[config.mk]
export PLATFORM = sky130hd
export DESIGN_NAME = flash_acr_regs
export DESIGN_NICKNAME = d
export VERILOG_FILES = /design/src/rtl/flash_acr_pkg.sv /design/src/rtl/flash_acr_ctrl.sv /design/src/rtl/flash_acr_dp.sv /design/src/rtl/flash_acr_regs.sv
export SDC_FILE = /design/constraint.sdc
export NUM_CORES = 1
export LEC_CHECK = 0
export BUFFER_PORTS_ARGS = -buffer_cell sky130_fd_sc_hd__buf_2
export CORE_ASPECT_RATIO = 1.4
export CORE_MARGIN = 2
export CORE_UTILIZATION = 27
export DETAILED_ROUTE_END_ITERATION = 16
export GPL_TIMING_DRIVEN = 0
export PLACE_DENSITY = 0.62
export SETUP_SLACK_MARGIN = 0.2
export SLEW_MARGIN = 20
export SYNTH_ARGS = -nofsm -noshare
export SYNTH_HDL_FRONTEND = slang
export SYNTH_HIERARCHICAL = 1
export SYNTH_SLANG_ARGS = --single-unit
[constraint.sdc]
create_clock -name clk -period 2.56 [get_ports clk]
set_input_delay 0.128 -clock clk [delete_from_list [all_inputs] [get_ports clk]]
set_output_delay 0.128 -clock clk [all_outputs]
set_load 0.05 [all_outputs]
[src/rtl/flash_acr_pkg.sv]
package flash_acr_pkg;

  localparam int LAT_LSB = 0;
  localparam int PRF_BIT = 8;
  localparam int LPM_BIT = 11;
  localparam int PDR_BIT = 12;
  localparam int SLP_BIT = 14;

  typedef enum logic [1:0] {
    KEY_LOCKED = 2'd0,
    KEY_HALF   = 2'd1,
    KEY_OPEN   = 2'd2,
    KEY_BAD    = 2'd3
  } keyState_t;

  typedef struct packed {
    logic wrLat;
    logic wrPrf;
    logic wrLpm;
    logic wrPdr;
    logic wrSlp;
    logic clrPdr;
    logic showLat;
    logic showPrf;
    logic showLp;
  } acrStrobes_t;

endpackage

[src/rtl/flash_acr_ctrl.sv]
module flash_acr_ctrl
  import flash_acr_pkg::*;
#(
  parameter int ADDR_W = 8,
  parameter int DATA_W = 32,
  parameter logic [ADDR_W-1:0] ACR_OFS = 'h00,
  parameter logic [ADDR_W-1:0] KEY_OFS = 'h04,
  parameter logic [DATA_W-1:0] KEY_A = 32'h5A3C96E1,
  parameter logic [DATA_W-1:0] KEY_B = 32'hA5C3691E
) (
  input  logic              clk,
  input  logic              rstN,
  input  logic [ADDR_W-1:0] busAddr,
  input  logic [DATA_W-1:0] busWdata,
  input  logic              busWr,
  input  logic              busSecure,
  input  logic              busPriv,
  input  logic              clkSecure,
  input  logic              lpSecure,
  input  logic              secPrivOnly,
  input  logic              nsPrivOnly,
  input  logic              flashBusy,
  input  logic              wbufPending,
  input  logic              pdEntered,
  output acrStrobes_t       stb,
  output logic              keyOpen
);

  keyState_t keyState, keyNext;
  logic selAcr, selKey, latOk, prfOk, lpOk, latPrivReq, lpPrivReq, acrWr;

  assign selAcr = (busAddr == ACR_OFS);
  assign selKey = (busAddr == KEY_OFS);
  assign acrWr  = busWr && selAcr;

  // A secured group is invisible to non-secure accesses; the privilege
  // control that applies depends on the group's current security.
  assign latPrivReq = clkSecure ? secPrivOnly : nsPrivOnly;
  assign lpPrivReq  = lpSecure  ? secPrivOnly : nsPrivOnly;
  assign latOk = !(clkSecure && !busSecure) && !(latPrivReq && !busPriv);
  assign lpOk  = !(lpSecure  && !busSecure) && !(lpPrivReq  && !busPriv);
  assign prfOk = !(nsPrivOnly && !busPriv);

  assign keyOpen = (keyState == KEY_OPEN);

  always_comb begin
    stb         = '0;
    stb.wrLat   = acrWr && latOk;
    stb.wrPrf   = acrWr && prfOk;
    stb.wrLpm   = acrWr && lpOk && !flashBusy && !wbufPending;
    stb.wrPdr   = acrWr && lpOk && keyOpen && !pdEntered;
    stb.wrSlp   = acrWr && lpOk;
    stb.clrPdr  = pdEntered;
    stb.showLat = selAcr && latOk;
    stb.showPrf = selAcr && prfOk;
    stb.showLp  = selAcr && lpOk;
  end

  always_comb begin
    keyNext = keyState;
    if (pdEntered) begin
      keyNext = KEY_LOCKED;
    end else if (busWr && selKey) begin
      unique case (keyState)
        KEY_LOCKED: keyNext = (busWdata == KEY_A) ? KEY_HALF : KEY_BAD;
        KEY_HALF:   keyNext = (busWdata == KEY_B) ? KEY_OPEN : KEY_BAD;
        KEY_OPEN:   keyNext = KEY_OPEN;
        KEY_BAD:    keyNext = KEY_BAD;
        default:    keyNext = KEY_BAD;
      endcase
    end
  end

  always_ff @(posedge clk or negedge rstN) begin
    if (!rstN) keyState <= KEY_LOCKED;
    else       keyState <= keyNext;
  end

  // a failed sequence only recovers through power-down entry
  a_r7_bad_sticky: assert property (@(posedge clk) disable iff (!rstN)
    (keyState == KEY_BAD && !pdEntered) |=> (keyState == KEY_BAD));

  // power-down entry always returns the key to its start state
  a_r8_key_relock: assert property (@(posedge clk) disable iff (!rstN)
    pdEntered |=> (keyState == KEY_LOCKED));

endmodule

[src/rtl/flash_acr_dp.sv]
module flash_acr_dp
  import flash_acr_pkg::*;
#(
  parameter int DATA_W = 32,
  parameter int LAT_W  = 4
) (
  input  logic              clk,
  input  logic              rstN,
  input  acrStrobes_t       stb,
  input  logic [LAT_W-1:0]  wLat,
  input  logic              wPrf,
  input  logic              wLpm,
  input  logic              wPdr,
  input  logic              wSlp,
  input  logic              flashBusy,
  output logic [DATA_W-1:0] rdata,
  output logic [LAT_W-1:0]  latency,
  output logic              prefetchEn,
  output logic              lowPowerRead,
  output logic              pdRequest,
  output logic              memSleepPd
);

  logic [LAT_W-1:0] latQ;
  logic prfQ, lpmQ, pdrQ, slpQ;

  always_ff @(posedge clk or negedge rstN) begin
    if (!rstN) begin
      latQ <= '0;
      prfQ <= 1'b0;
      lpmQ <= 1'b0;
      pdrQ <= 1'b0;
      slpQ <= 1'b0;
    end else begin
      if (stb.wrLat) latQ <= wLat;
      if (stb.wrPrf) prfQ <= wPrf;
      if (stb.wrLpm) lpmQ <= wLpm;
      if (stb.wrSlp) slpQ <= wSlp;
      if (stb.clrPdr)     pdrQ <= 1'b0;
      else if (stb.wrPdr) pdrQ <= wPdr;
    end
  end

  always_comb begin
    rdata = '0;
    if (stb.showLat) rdata[LAT_LSB +: LAT_W] = latQ;
    if (stb.showPrf) rdata[PRF_BIT] = prfQ;
    if (stb.showLp) begin
      rdata[LPM_BIT] = lpmQ;
      rdata[PDR_BIT] = pdrQ;
      rdata[SLP_BIT] = slpQ;
    end
  end

  assign latency      = latQ;
  assign prefetchEn   = prfQ;
  assign lowPowerRead = lpmQ;
  assign pdRequest    = pdrQ;
  assign memSleepPd   = slpQ && !flashBusy;

endmodule

[src/rtl/flash_acr_regs.sv]
module flash_acr_regs
  import flash_acr_pkg::*;
#(
  parameter int ADDR_W = 8,
  parameter int DATA_W = 32,
  parameter int LAT_W  = 4
) (
  input  logic              clk,
  input  logic              rstN,
  input  logic [ADDR_W-1:0] busAddr,
  input  logic [DATA_W-1:0] busWdata,
  input  logic              busWr,
  input  logic              busSecure,
  input  logic              busPriv,
  output logic [DATA_W-1:0] busRdata,
  input  logic              clkSecure,
  input  logic              lpSecure,
  input  logic              secPrivOnly,
  input  logic              nsPrivOnly,
  input  logic              flashBusy,
  input  logic              wbufPending,
  input  logic              pdEntered,
  output logic [LAT_W-1:0]  latency,
  output logic              prefetchEn,
  output logic              lowPowerRead,
  output logic              pdRequest,
  output logic              memSleepPd
);

  localparam logic [ADDR_W-1:0] ACR_OFS = 'h00;
  localparam logic [ADDR_W-1:0] KEY_OFS = 'h04;

  acrStrobes_t stb;
  logic keyOpen;

  flash_acr_ctrl #(.ADDR_W(ADDR_W), .DATA_W(DATA_W),
                   .ACR_OFS(ACR_OFS), .KEY_OFS(KEY_OFS)) u_ctrl (
    .clk, .rstN, .busAddr, .busWdata, .busWr, .busSecure, .busPriv,
    .clkSecure, .lpSecure, .secPrivOnly, .nsPrivOnly,
    .flashBusy, .wbufPending, .pdEntered,
    .stb, .keyOpen
  );

  flash_acr_dp #(.DATA_W(DATA_W), .LAT_W(LAT_W)) u_dp (
    .clk, .rstN, .stb,
    .wLat(busWdata[LAT_LSB +: LAT_W]),
    .wPrf(busWdata[PRF_BIT]),
    .wLpm(busWdata[LPM_BIT]),
    .wPdr(busWdata[PDR_BIT]),
    .wSlp(busWdata[SLP_BIT]),
    .flashBusy,
    .rdata(busRdata),
    .latency, .prefetchEn, .lowPowerRead, .pdRequest, .memSleepPd
  );

  // non-secure view of a secured latency field is zero
  a_r2_lat_raz: assert property (@(posedge clk) disable iff (!rstN)
    (clkSecure && !busSecure) |-> (busRdata[LAT_LSB +: LAT_W] == '0));

  // non-secure write to a secured latency field is dropped
  a_r2_lat_wi: assert property (@(posedge clk) disable iff (!rstN)
    (busWr && busAddr == ACR_OFS && clkSecure && !busSecure) |=> $stable(latency));

  // low-power read bit frozen by busy or pending write buffer
  a_r6_lpm_hold: assert property (@(posedge clk) disable iff (!rstN)
    (busWr && (flashBusy || wbufPending)) |=> $stable(lowPowerRead));

  // request can only rise once the key is open
  a_r7_pdr_key: assert property (@(posedge clk) disable iff (!rstN)
    $rose(pdRequest) |-> $past(keyOpen));

  // power-down entry clears the request
  a_r8_pdr_clear: assert property (@(posedge clk) disable iff (!rstN)
    pdEntered |=> !pdRequest);

endmodule

==> Word level (Yosys, flattened, before mapping) <==
Index checks and enable logic that the tools add are counted.
{ "op_classes": {"eq_ne": 6, "n_reduce_logical": 34, "n_mux": 13} }
{ "ops": {"columns": ["op", "n"], "rows": [
  ["$eq A32 B31 Y1 const B", 1],
  ["$eq A32 B32 Y1 const B", 1],
  ["$logic_and A1 B1 Y1", 20],
  ["$logic_not A1 Y1", 10],
  ["$eq A8 B3 Y1 const B", 1],
  ["$logic_not A8 Y1", 1],
  ["$mux W2", 4],
  ["$pmux W2 S4", 1],
  ["$mux W1", 7],
  ["$eq A2 B2 Y1 const B", 2],
  ["$mux W4", 1],
  ["$reduce_bool A2 Y1", 2],
  ["$eq A2 B1 Y1 const B", 1],
  ["$logic_not A2 Y1", 1]
]} }
{ "totals": {"out_inout_bits": 40, "input_bits": 52, "elab_cells": 59, "reg_bits": 10} }

==> Longest topological paths before layout <==
Gate-level depths: netlist of run 1.
{ "logic_depth": {"ltp_word": 9, "mapped_depth": 6, "mapped_depth_nobuf": 6} }

==> Hierarchy <==
The synthesis of run 1 kept the hierarchy.
{ "modules_own_cells": {"columns": ["module", "area_per_inst_um2", "seq_area_each_um2", "n_inst", "cells_per_inst"], "rows": [
  ["flash_acr_dp", 533.0, 200.2, 1, 51],
  ["flash_acr_ctrl", 450.4, 50.0, 1, 53]
]} }

==> Least setup slack after synthesis of run 1 <==
No wires, ideal clock.
{ "synth_path": {"kind": "in2reg", "startpoint": "in busAddr[7]", "endpoint": "reg u_dp.latQ[0], in the netlist u_dp/latency[0]", "setup_ns": 0.128, "n_path_buf": 0, "arrival_time_ns": 1.372, "t_required_ns": 2.432, "path_slack_ns": 1.060, "cell_stages": 5, "cell_sequence": "nor4_4 and3b_4 o211a_1 and2_1 mux2_1"} }
{ "synth_lines": {"columns": ["element", "line", "rtl"], "rows": [
  ["start: declaration", "flash_acr_regs.sv:10", "input logic [ADDR_W-1:0] busAddr,"],
  ["end signal: assignment", "flash_acr_dp.sv:35", "if (stb.wrLat) latQ <= wLat;"],
  ["end: declaration", "flash_acr_dp.sv:24", "logic [LAT_W-1:0] latQ;"]
]} }

==> run summary, run 1 <==
Crit path max fanout: 5
CP Capture Type: primary output
Fin cells: 239
Pleak: 0.875 nW
CP Buf/Inv Count: 2
Most frequent cell on the critical path: buf_2
Final Cell Area: 1520 µm²
Routed Antenna Nets: 0
Post-layout util: 44.2%
Final period utilization: 61.9%
HPWL Detailed: 2.25 mm
Post-synth cell types: 32
Cell Area, Placed: 1460 µm²
Adder-Cell Fraction of Synth Area: 0%
Post-synthesis sequential area ratio: 25.4%
Final setup vio count: 0
Post-Synth XOR/XNOR Area: 0%
Clk slew on worst S/H paths: 0.05 ns
Asr flop ratio synth: 100%
Min-Delay Path Class: input pin to flip-flop
Drt wl/cell: 10.8 µm
Vias in the first global route: 868
# resized after CTS: 0
Comb pwr share: 35.7%
Tmin final: 1.59 ns
Clock skew: 0.00173 ns
Core Area: 3440 µm²
First-pass detailed-route iteration total: 4
Crit-path max cell delay: 0.35 ns
Seq pwr share: 29.2%
CP Launch Type: input pin
Die ar.: 4150 µm²
NumNets Final: 252
CTS tree: built
Crit-path leading delay family: simple AND/OR/NAND/NOR gates
R2R setup slack: 1.37 ns
Slew Viols, Final: 0
P_sw: 0.193 mW
Antenna cell count: 0
Synthesized flop and latch total: 10
Grt ovf: 0
Die Wd: 55.0 µm
MaxCap Viol Count: 0
Routability congestion estimate: 0.763
First-pass GRT wire length: 3.85 mm
Cells after synthesis: 104
I/O Buffers: 67
IO Count: 92
P per Cell Area: 370 nW/µm²
P_int: 0.369 mW
Synth warn: 6
CP max stage cell: nor4_4
CP cell instances: buf_2 -> nor4_4 -> and3b_4 -> o211a_1 -> and2_1 -> buf_2
Fmax: 631 MHz
Pin count of the biggest net entering global routing: 11
Mux cell area share after synthesis: 10.1%
Cell row count: 25
Worst reg2reg path depth: 4
Later-pin clock latency in the skew report: 0.23 ns
H-Tree Depth: 1
Die height: 75.4 µm
Area delta synth->final: 54.6%
Compound-Gate Fraction of Synth Area: 3.94%
Number of CTS-inserted buffers: 3
Post-Synth Simple-Gate Area: 40.3%
Critical Path RT: 2.43 ns
Sink Count: 10
Outcome: completed
Hold path start: pdEntered
Mapped Area: 983 µm²
# DRC: 0
Clock Path Buffers: 2
Setup Crit Path Kind: input pin to primary output
Reg2reg end: u_ctrl/keyState[0]
Fraction of layout instances using a drive strength above 1: 52.3%
Clock root buffer: clkbuf_8
Unrepaired setup endpoints after global routing: no
Peak supply drop: 0.154 mV
Setup TNS: 0 ns
Top_reg_cell synth: dfrtp_1
Hold Path Stages: 2
Antenna violations before repair: 0
Final hold violation count: 0
Via density: 4.27
Total track usage: 12.8%
Total wire length: 2.57 mm
Switch share: 34.3%
1st-iter DRT viols: 7
Worst Path Arrival: 1.46 ns
Reg2reg start: u_ctrl/keyState[1]
Clock network fraction of design power: 35.1%
Placed Instances: 234
Initial Util: 28.6%
Hold EP: u_ctrl/keyState[0]
Number of synthesized flops with an enable pin: 0
Syn Area/Cell: 9.46 µm²
Via count: 1021
Total power draw: 0.562 mW
Largest family of logic cells by synthesized area: simple AND/OR/NAND/NOR gates
==> cells in the mapped netlist, types with 3 or more instances <==
library cell / instances / area (µm²)
buf_4: 25 / 188
nor4bb_1: 8 / 80.1
dfrtp_1: 10 / 250
nand4_1: 4 / 25.0
nor2b_1: 4 / 25.0
nor2_1: 3 / 11.3
nor4_1: 3 / 18.8
mux2_1: 7 / 78.8
and2_1: 9 / 56.3
nor3_1: 3 / 15.0
==> cell usage in the layout, fill, tap and decap left out, drive strengths merged, types with 2 or more instances in the layout <==
cell type / Yosys / final
nor2: 3 / 3
inv: 2 / 2
nand3: 3 / 3
nor2b: 4 / 4
and3b: 2 / 2
nor4b: 2 / 2
mux2: 7 / 7
nor3: 4 / 4
nand4: 4 / 4
mux2i: 2 / 2
dfrtp: 10 / 10
nand3b: 2 / 2
buf: 25 / 92
nor4bb: 8 / 8
conb: 1 / 24
and2: 11 / 11
clkbuf: 0 / 4
nor4: 4 / 4
==> through the flow <==
step	worst slack [ns]	hold slack [ns]
after detailed placement	0.733	0.00713
after CTS	0.949	0.119
after global placement	0.763	-0.00119
after global routing	0.833	0.137
final	0.975	0.121
after floorplan	1.06	-0.168
==> per-layer routing <==
metal	share of wire [%]	up-vias	GRT usage [%]
met2	47	71	21.6
met3	12	4	1.57
met4	1.6	0	5.69
met5	0	-	0
li1	-	524	-
met1	39	422	15.9
==> kinds of logic after synthesis <==
logic type | after synthesis
simple gates | 52
buf+inv | 27
flops | 10
mux | 9
compound gates | 5
other cells | 1
==> state kept, by name, summed over array words and instances (netlist names) <==
register / flops
u_dp/prefetchEn: 1
u_dp/latency: 4
u_dp/pdRequest: 1
u_ctrl/keyState: 2
u_dp/lowPowerRead: 1
u_dp/slpQ: 1
==> what timing repair did <==
action	4_1_cts	5_1_grt
hold buffers	1	0
endpoints found under the hold margin	10	0
buffers inserted	0	0
==> power groups by stage <==
stage / Sequential, mW / Clock (mW) / Combinational [mW]
after global placement: 0.167 / 0 / 0.197
after global routing: 0.165 / 0.210 / 0.216
after CTS: 0.164 / 0.203 / 0.200
after detailed placement: 0.167 / 0 / 0.198
after floorplan: 0.176 / 0 / 0.128
final: 0.164 / 0.197 / 0.200
==> cell type report <==
class	count	area, µm²
multi-input combinational	90	624
clock buffer	4	55.1
buffer	25	188
tap	40	50.0
fill	365	1920
timing repair buffer	68	345
inverter	2	7.51
sequential	10	250
==> how the worst max path moves through the flow <==
stage / from / end / slack (ns) / cells past startpoint
after floorplan: busAddr[7] / u_dp/latency[0] / 1.06 / 5
after global placement: busAddr[7] / u_dp/latency[0] / 0.76 / 6
after detailed placement: busAddr[7] / u_dp/latency[2] / 0.73 / 6
after CTS: busAddr[7] / busRdata[1] / 0.95 / 6
after global routing: busAddr[7] / busRdata[2] / 0.83 / 6
final: busAddr[7] / busRdata[0] / 0.97 / 6
Note: power is estimated with default switching activity, not from simulation.
==> run 2: changes to the inputs <==
==> constraint.sdc (replaced) <==
create_clock -name clk -period 1.6 [get_ports clk]
set_input_delay 0.08 -clock clk [delete_from_list [all_inputs] [get_ports clk]]
set_output_delay 0.08 -clock clk [all_outputs]
set_load 0.05 [all_outputs]
==> run summary, run 2 (same netlist as run 1, synthesis figures left out) <==
Sink Count: 10 (unchanged)
Total wire length: 2.47 mm (-3.9%)
Routed Antenna Nets: 0 (unchanged)
Later-pin clock latency in the skew report: 0.23 ns (about the same)
Fraction of layout instances using a drive strength above 1: 54.5% (+2.2 points)
Slew Viols, Final: 0 (unchanged)
Commonest non-fill, non-tap cell in the layout: buf_2
Hold EP: u_ctrl/keyState[1]
P per Cell Area: 565 nW/µm² (+53%)
Worst reg2reg path depth: 4 (unchanged)
Final setup vio count: 0 (unchanged)
Final hold violation count: 0 (unchanged)
H-Tree Depth: 1 (unchanged)
Drt wl/cell: 10.3 µm (-4.3%)
CP Capture Type: primary output
CP Buf/Inv Count: 2 (unchanged)
# DRC: 0 (unchanged)
Outcome: completed
Clock Path Buffers: 2 (unchanged)
Hold Path Stages: 2 (unchanged)
Vias in the first global route: 899 (+3.6%)
Crit-path leading delay family: simple AND/OR/NAND/NOR gates
P_int: 0.592 mW (+60%)
Min-Delay Path Class: input pin to flip-flop
Worst Path Arrival: 1.23 ns (-0.23 ns)
Total power draw: 0.899 mW (+60%)
Initial Util: 28.6% (unchanged)
Reg2reg start: u_ctrl/keyState[1]
Tmin final: 1.31 ns
Setup Crit Path Kind: input pin to primary output
Fmax: 763 MHz
Antenna cell count: 0 (unchanged)
NumNets Final: 253 (+0.40%)
MaxCap Viol Count: 0 (unchanged)
Comb pwr share: 35.9% (+0.2 points)
Clk slew on worst S/H paths: 0.05 ns (about the same)
CP max stage cell: nor4_4
Via count: 1028 (+0.69%)
Cell row count: 25 (unchanged)
Unrepaired setup endpoints after global routing: yes
Crit path max fanout: 5 (unchanged)
Final period utilization: 82.0%
Routability congestion estimate: 0.765 (+0.28%)
Final hold slack: 0.0772 ns (-0.0438 ns)
Die Wd: 55.0 µm (unchanged)
CTS tree: built
HPWL Detailed: 2.18 mm (-3.0%)
CP cell instances: buf_2 -> nor4_4 -> and3b_4 -> o211a_4 -> and2_1 -> buf_6
1st-iter DRT viols: 4 (-3)
Most frequent cells in the layout: buf_2 (59), buf_4 (28), conb_1 (24)
CP Launch Type: input pin
Pin count of the biggest net entering global routing: 11 (unchanged)
R2R setup slack: 0.41 ns (-0.96 ns)
Area delta synth->final: 61.8%
Switch share: 34.2% (-0.15 points)
Grt ovf: 0 (unchanged)
Reg2reg end: u_ctrl/keyState[0]
IO Count: 92 (unchanged)
Clock network fraction of design power: 34.9% (-0.2 points)
First-pass GRT wire length: 3.74 mm (-2.9%)
Filler cells: 346 (-5.2%)
Core Area: 3440 µm² (unchanged)
Via density: 4.28 (+0.27%)
Number of CTS-inserted buffers: 3 (unchanged)
Clock skew: 0.00196 ns (+0.000227 ns)
Seq pwr share: 29.2% (about the same)
First-pass detailed-route iteration total: 4 (unchanged)
Die ar.: 4150 µm² (unchanged)
Hold path start: pdEntered
Clock root buffer: clkbuf_8
Critical Path RT: 1.52 ns (-0.91 ns)
Antenna violations before repair: 0 (unchanged)
Peak supply drop: 0.349 mV (+130%)
Crit-path max cell delay: 0.29 ns (-0.06 ns)
P_sw: 0.307 mW (+59%)
Total track usage: 12.2% (-0.55 points)
Die height: 75.4 µm (unchanged)
Pleak: 0.881 nW (+0.65%)
Number of flip-flops in the largest register: 4 (unchanged)
I/O Buffers: 67 (unchanged)
[run 2: layout make-up]
type | instances | area, µm² | share of cell area [%]
tap | 40 | 50.0 | 3.14
sequential | 10 | 250 | 15.7
timing repair buffer | 69 | 392 | 24.6
multi-input combinational | 90 | 649 | 40.8
inverter | 2 | 7.51 | 0.472
clock buffer | 4 | 55.1 | 3.46
buffer | 25 | 188 | 11.8
[run 2: timing repair]
action                     4_1_cts  5_1_grt
pin swaps                        1        1
resized for setup                5       15
hold endpoints to repair        10        0
hold buffers                     1        0
buffers inserted                 1        0
setup endpoints to repair       12       13
[run 2: how the worst max path moves through the flow]
stage,start,end,slack [ns],cells after the start
after detailed placement,busAddr[7],u_dp/latency[3],-0.1,6
after global routing,busAddr[7],busRdata[0],0.20,6
after global placement,busAddr[7],u_dp/latency[0],-0.07,6
final,busAddr[7],busRdata[2],0.29,6
after floorplan,busAddr[7],u_dp/latency[0],0.20,5
after CTS,busAddr[0],busRdata[12],0.21,6
[run 2: routing by layer]
layer	vias up	global-route usage, %	routed length [µm]
met1	433	15.8	972
met3	4	0.196	309
met4	0	6.50	50
met5	-	0	0
met2	66	20.4	1140
li1	525	-	-
[run 2: power by group through the flow]
stage / logic [mW] / registers (mW) / clock network, mW
floorplan: 0.205 / 0.282 / 0
global placement: 0.314 / 0.267 / 0
detailed placement: 0.316 / 0.267 / 0
CTS: 0.321 / 0.263 / 0.319
global route: 0.349 / 0.263 / 0.327
finish: 0.323 / 0.263 / 0.313
[run 2: through the flow]
| step | worst slack (ns) | utilization (%) | setup TNS, ns | area (µm²) | std cells |
|---|---|---|---|---|---|
| after floorplan | 0.201 | - | 0 | 1070 | 127 |
| after global placement | -0.0681 | 42.4 | -0.268 | 1460 | 234 |
| after detailed placement | -0.0966 | 42.4 | -0.357 | 1460 | 234 |
| after CTS | 0.208 | 45.0 | 0 | 1550 | 240 |
| after global routing | 0.198 | 46.3 | 0 | 1590 | 240 |
| final | 0.289 | 46.3 | 0 | 1590 | 240 |
==> run 3: changes to the inputs <==
--- a/config.mk
+++ b/config.mk
@@ -11,7 +11,7 @@
 export CORE_UTILIZATION = 27
 export DETAILED_ROUTE_END_ITERATION = 16
 export GPL_TIMING_DRIVEN = 0
-export PLACE_DENSITY = 0.62
+export PLACE_DENSITY = 0.64
 export SETUP_SLACK_MARGIN = 0.2
 export SLEW_MARGIN = 20
 export SYNTH_ARGS = -nofsm -noshare
==> constraint.sdc (replaced) <==
create_clock -name clk -period 1.2 [get_ports clk]
set_input_delay 0.06 -clock clk [delete_from_list [all_inputs] [get_ports clk]]
set_output_delay 0.06 -clock clk [all_outputs]
set_load 0.05 [all_outputs]
==> run summary, run 3 (same netlist as run 1, synthesis figures left out) <==
NumNets Final: 256 (+1.2%)
Cell row count: 25 (unchanged)
Unrepaired setup endpoints after global routing: yes
Final setup vio count: 16 (+16)
First-pass detailed-route iteration total: 4 (unchanged)
Total track usage: 13.7% (+1.5 points)
Sink Count: 10 (unchanged)
Via density: 4.32 (+0.81%)
Core Area: 3440 µm² (unchanged)
Clock Path Buffers: 2 (unchanged)
Final period utilization: 109%
P_int: 0.732 mW (+24%)
Placed Instances: 234 (unchanged)
Storage cell area: 251 µm² (+0.50%)
Clock root buffer: clkbuf_8
Die height: 75.4 µm (unchanged)
Failing checks: setup timing
Pre-CTS WS: -0.491 ns (-0.395 ns)
1st-iter DRT viols: 7 (+3)
Clock network fraction of design power: 29.6% (-5.3 points)
Antenna violations before repair: 0 (unchanged)
Later-pin clock latency in the skew report: 0.23 ns (about the same)
Area delta synth->final: 73.0%
P_sw: 0.405 mW (+32%)
Final hold violation count: 0 (unchanged)
Worst Path Arrival: 1.42 ns (+0.19 ns)
Seq pwr share: 30.9% (+1.7 points)
CP Capture Type: flip-flop
Switch share: 35.6% (+1.4 points)
Number of CTS-inserted buffers: 3 (unchanged)
First-pass GRT wire length: 4.17 mm (+11%)
Routed Antenna Nets: 0 (unchanged)
Setup Crit Path Kind: input pin to flip-flop
Setup TNS: -0.991 ns (-0.991 ns)
I/O Buffers: 67 (unchanged)
Comb pwr share: 39.6% (+3.7 points)
Die ar.: 4150 µm² (unchanged)
Initial Util: 28.6% (unchanged)
Fraction of layout instances using a drive strength above 1: 62.4% (+7.9 points)
Outcome: finished with violations
Fmax: 766 MHz
Number of flip-flops in the largest register: 4 (unchanged)
HPWL Detailed: 2.23 mm (+2.3%)
Clock skew: 0.0000725 ns (-0.00188 ns)
Clk slew on worst S/H paths: 0.04 ns (about the same)
H-Tree Depth: 1 (unchanged)
CTS tree: built
Crit path max fanout: 5 (unchanged)
Pin count of the biggest net entering global routing: 11 (unchanged)
Drt wl/cell: 11.5 µm (+12%)
P per Cell Area: 669 nW/µm² (+18%)
Via count: 1045 (+1.7%)
Tmin final: 1.31 ns
Die Wd: 55.0 µm (unchanged)
Slew Viols, Final: 0 (unchanged)
# DRC: 0 (unchanged)
Most frequent cells in the layout: buf_2 (56), buf_4 (29), conb_1 (24)
Grt ovf: 0 (unchanged)
IO Count: 92 (unchanged)
Filler cells: 332 (-4.0%)
Pleak: 0.909 nW (+3.2%)
Vias in the first global route: 993 (+10%)
Min-Delay Path Class: input pin to flip-flop
Routability congestion estimate: 0.738 (-3.5%)
Setup slack after layout: -0.105 ns (-0.394 ns)
Peak supply drop: 0.502 mV (+44%)
Antenna cell count: 0 (unchanged)
MaxCap Viol Count: 0 (unchanged)
Commonest non-fill, non-tap cell in the layout: buf_2
CP Launch Type: input pin
Critical Path RT: 1.31 ns (-0.21 ns)
Total wire length: 2.79 mm (+13%)
Area taken by multi-input logic gates: 697 µm² (+7.3%)
Fin cells: 242 (+0.83%)
## run 3: cell types whose count changed in the layout (fill, tap and decap cells not counted), moves of 3 or more
cell | previous run | this run
and2_4 | 2 | 5
and2_1 | 7 | 0
mux2_4 | 0 | 5
mux2_1 | 7 | 2
buf_8 | 0 | 6
and2_2 | 2 | 6
buf_2 | 59 | 56
## run 3: path summary, 6_finish.rpt
path | from | endpoint | slack, ns | cells past startpoint
max | busAddr[6] | u_dp/latency[0] | -0.11 | 6
min | pdEntered | u_ctrl/keyState[0] | 0.05 | 2
min in group asynchronous | rstN | u_dp/latency[0] | 0.22 | 2
max reg2reg | u_ctrl/keyState[1] | u_ctrl/keyState[1] | -0.03 | 4
min reg2reg | u_dp/lowPowerRead | u_dp/lowPowerRead | 0.51 | 1
max in group asynchronous | rstN | u_ctrl/keyState[0] | 0.77 | 2
## run 3: worst max-delay path, cell delays in order
cell and delay, ns:
buf_6 0.09, nor4_4 0.30, and3b_4 0.28, o211a_4 0.18
and2_4 0.18, mux2_4 0.31
## run 3: repair_timing
action / in CTS / in global routing
setup endpoints to repair: 19 / 19
resized for setup: 31 / 6
hold buffers: 1 / 0
buffers inserted: 3 / 1
pin swaps: 2 / 3
endpoints found under the hold margin: 10 / 0
## run 3: layer usage
metal,global-route usage [%],vias up,share of wire (%),routed length [µm]
met4,6.50,0,0.97,27
met1,16.2,448,39,1080
met2,24.3,63,50,1400
met5,0,-,0,0
met3,0.980,2,10,293
li1,-,532,-,-
## run 3: area by class of cell
type	count	share of cell area, %
buffer	25	11.0
timing repair buffer	72	27.4
clock buffer	3	2.43
multi-input combinational	90	41.0
inverter	2	0.441
tap	40	2.94
sequential	10	14.8
## run 3: power groups by stage
stage | Sequential, mW | Combinational, mW | Clock, mW
after floorplan | 0.376 | 0.274 | 0
after CTS | 0.351 | 0.444 | 0.352
after detailed placement | 0.356 | 0.424 | 0
after global routing | 0.352 | 0.481 | 0.368
after global placement | 0.356 | 0.421 | 0
final | 0.351 | 0.450 | 0.336
## run 3: per-stage QoR
| step | cell area [µm²] | hold slack (ns) | utilization [%] | power, mW |
|---|---|---|---|---|
| after floorplan | 1090 | -0.236 | - | 0.650 |
| after global placement | 1480 | -0.0638 | 43.0 | 0.776 |
| after detailed placement | 1480 | -0.0616 | 43.0 | 0.780 |
| after CTS | 1670 | 0.0530 | 48.6 | 1.15 |
| after global routing | 1700 | 0.0603 | 49.5 | 1.20 |
| final | 1700 | 0.0547 | 49.5 | 1.14 |
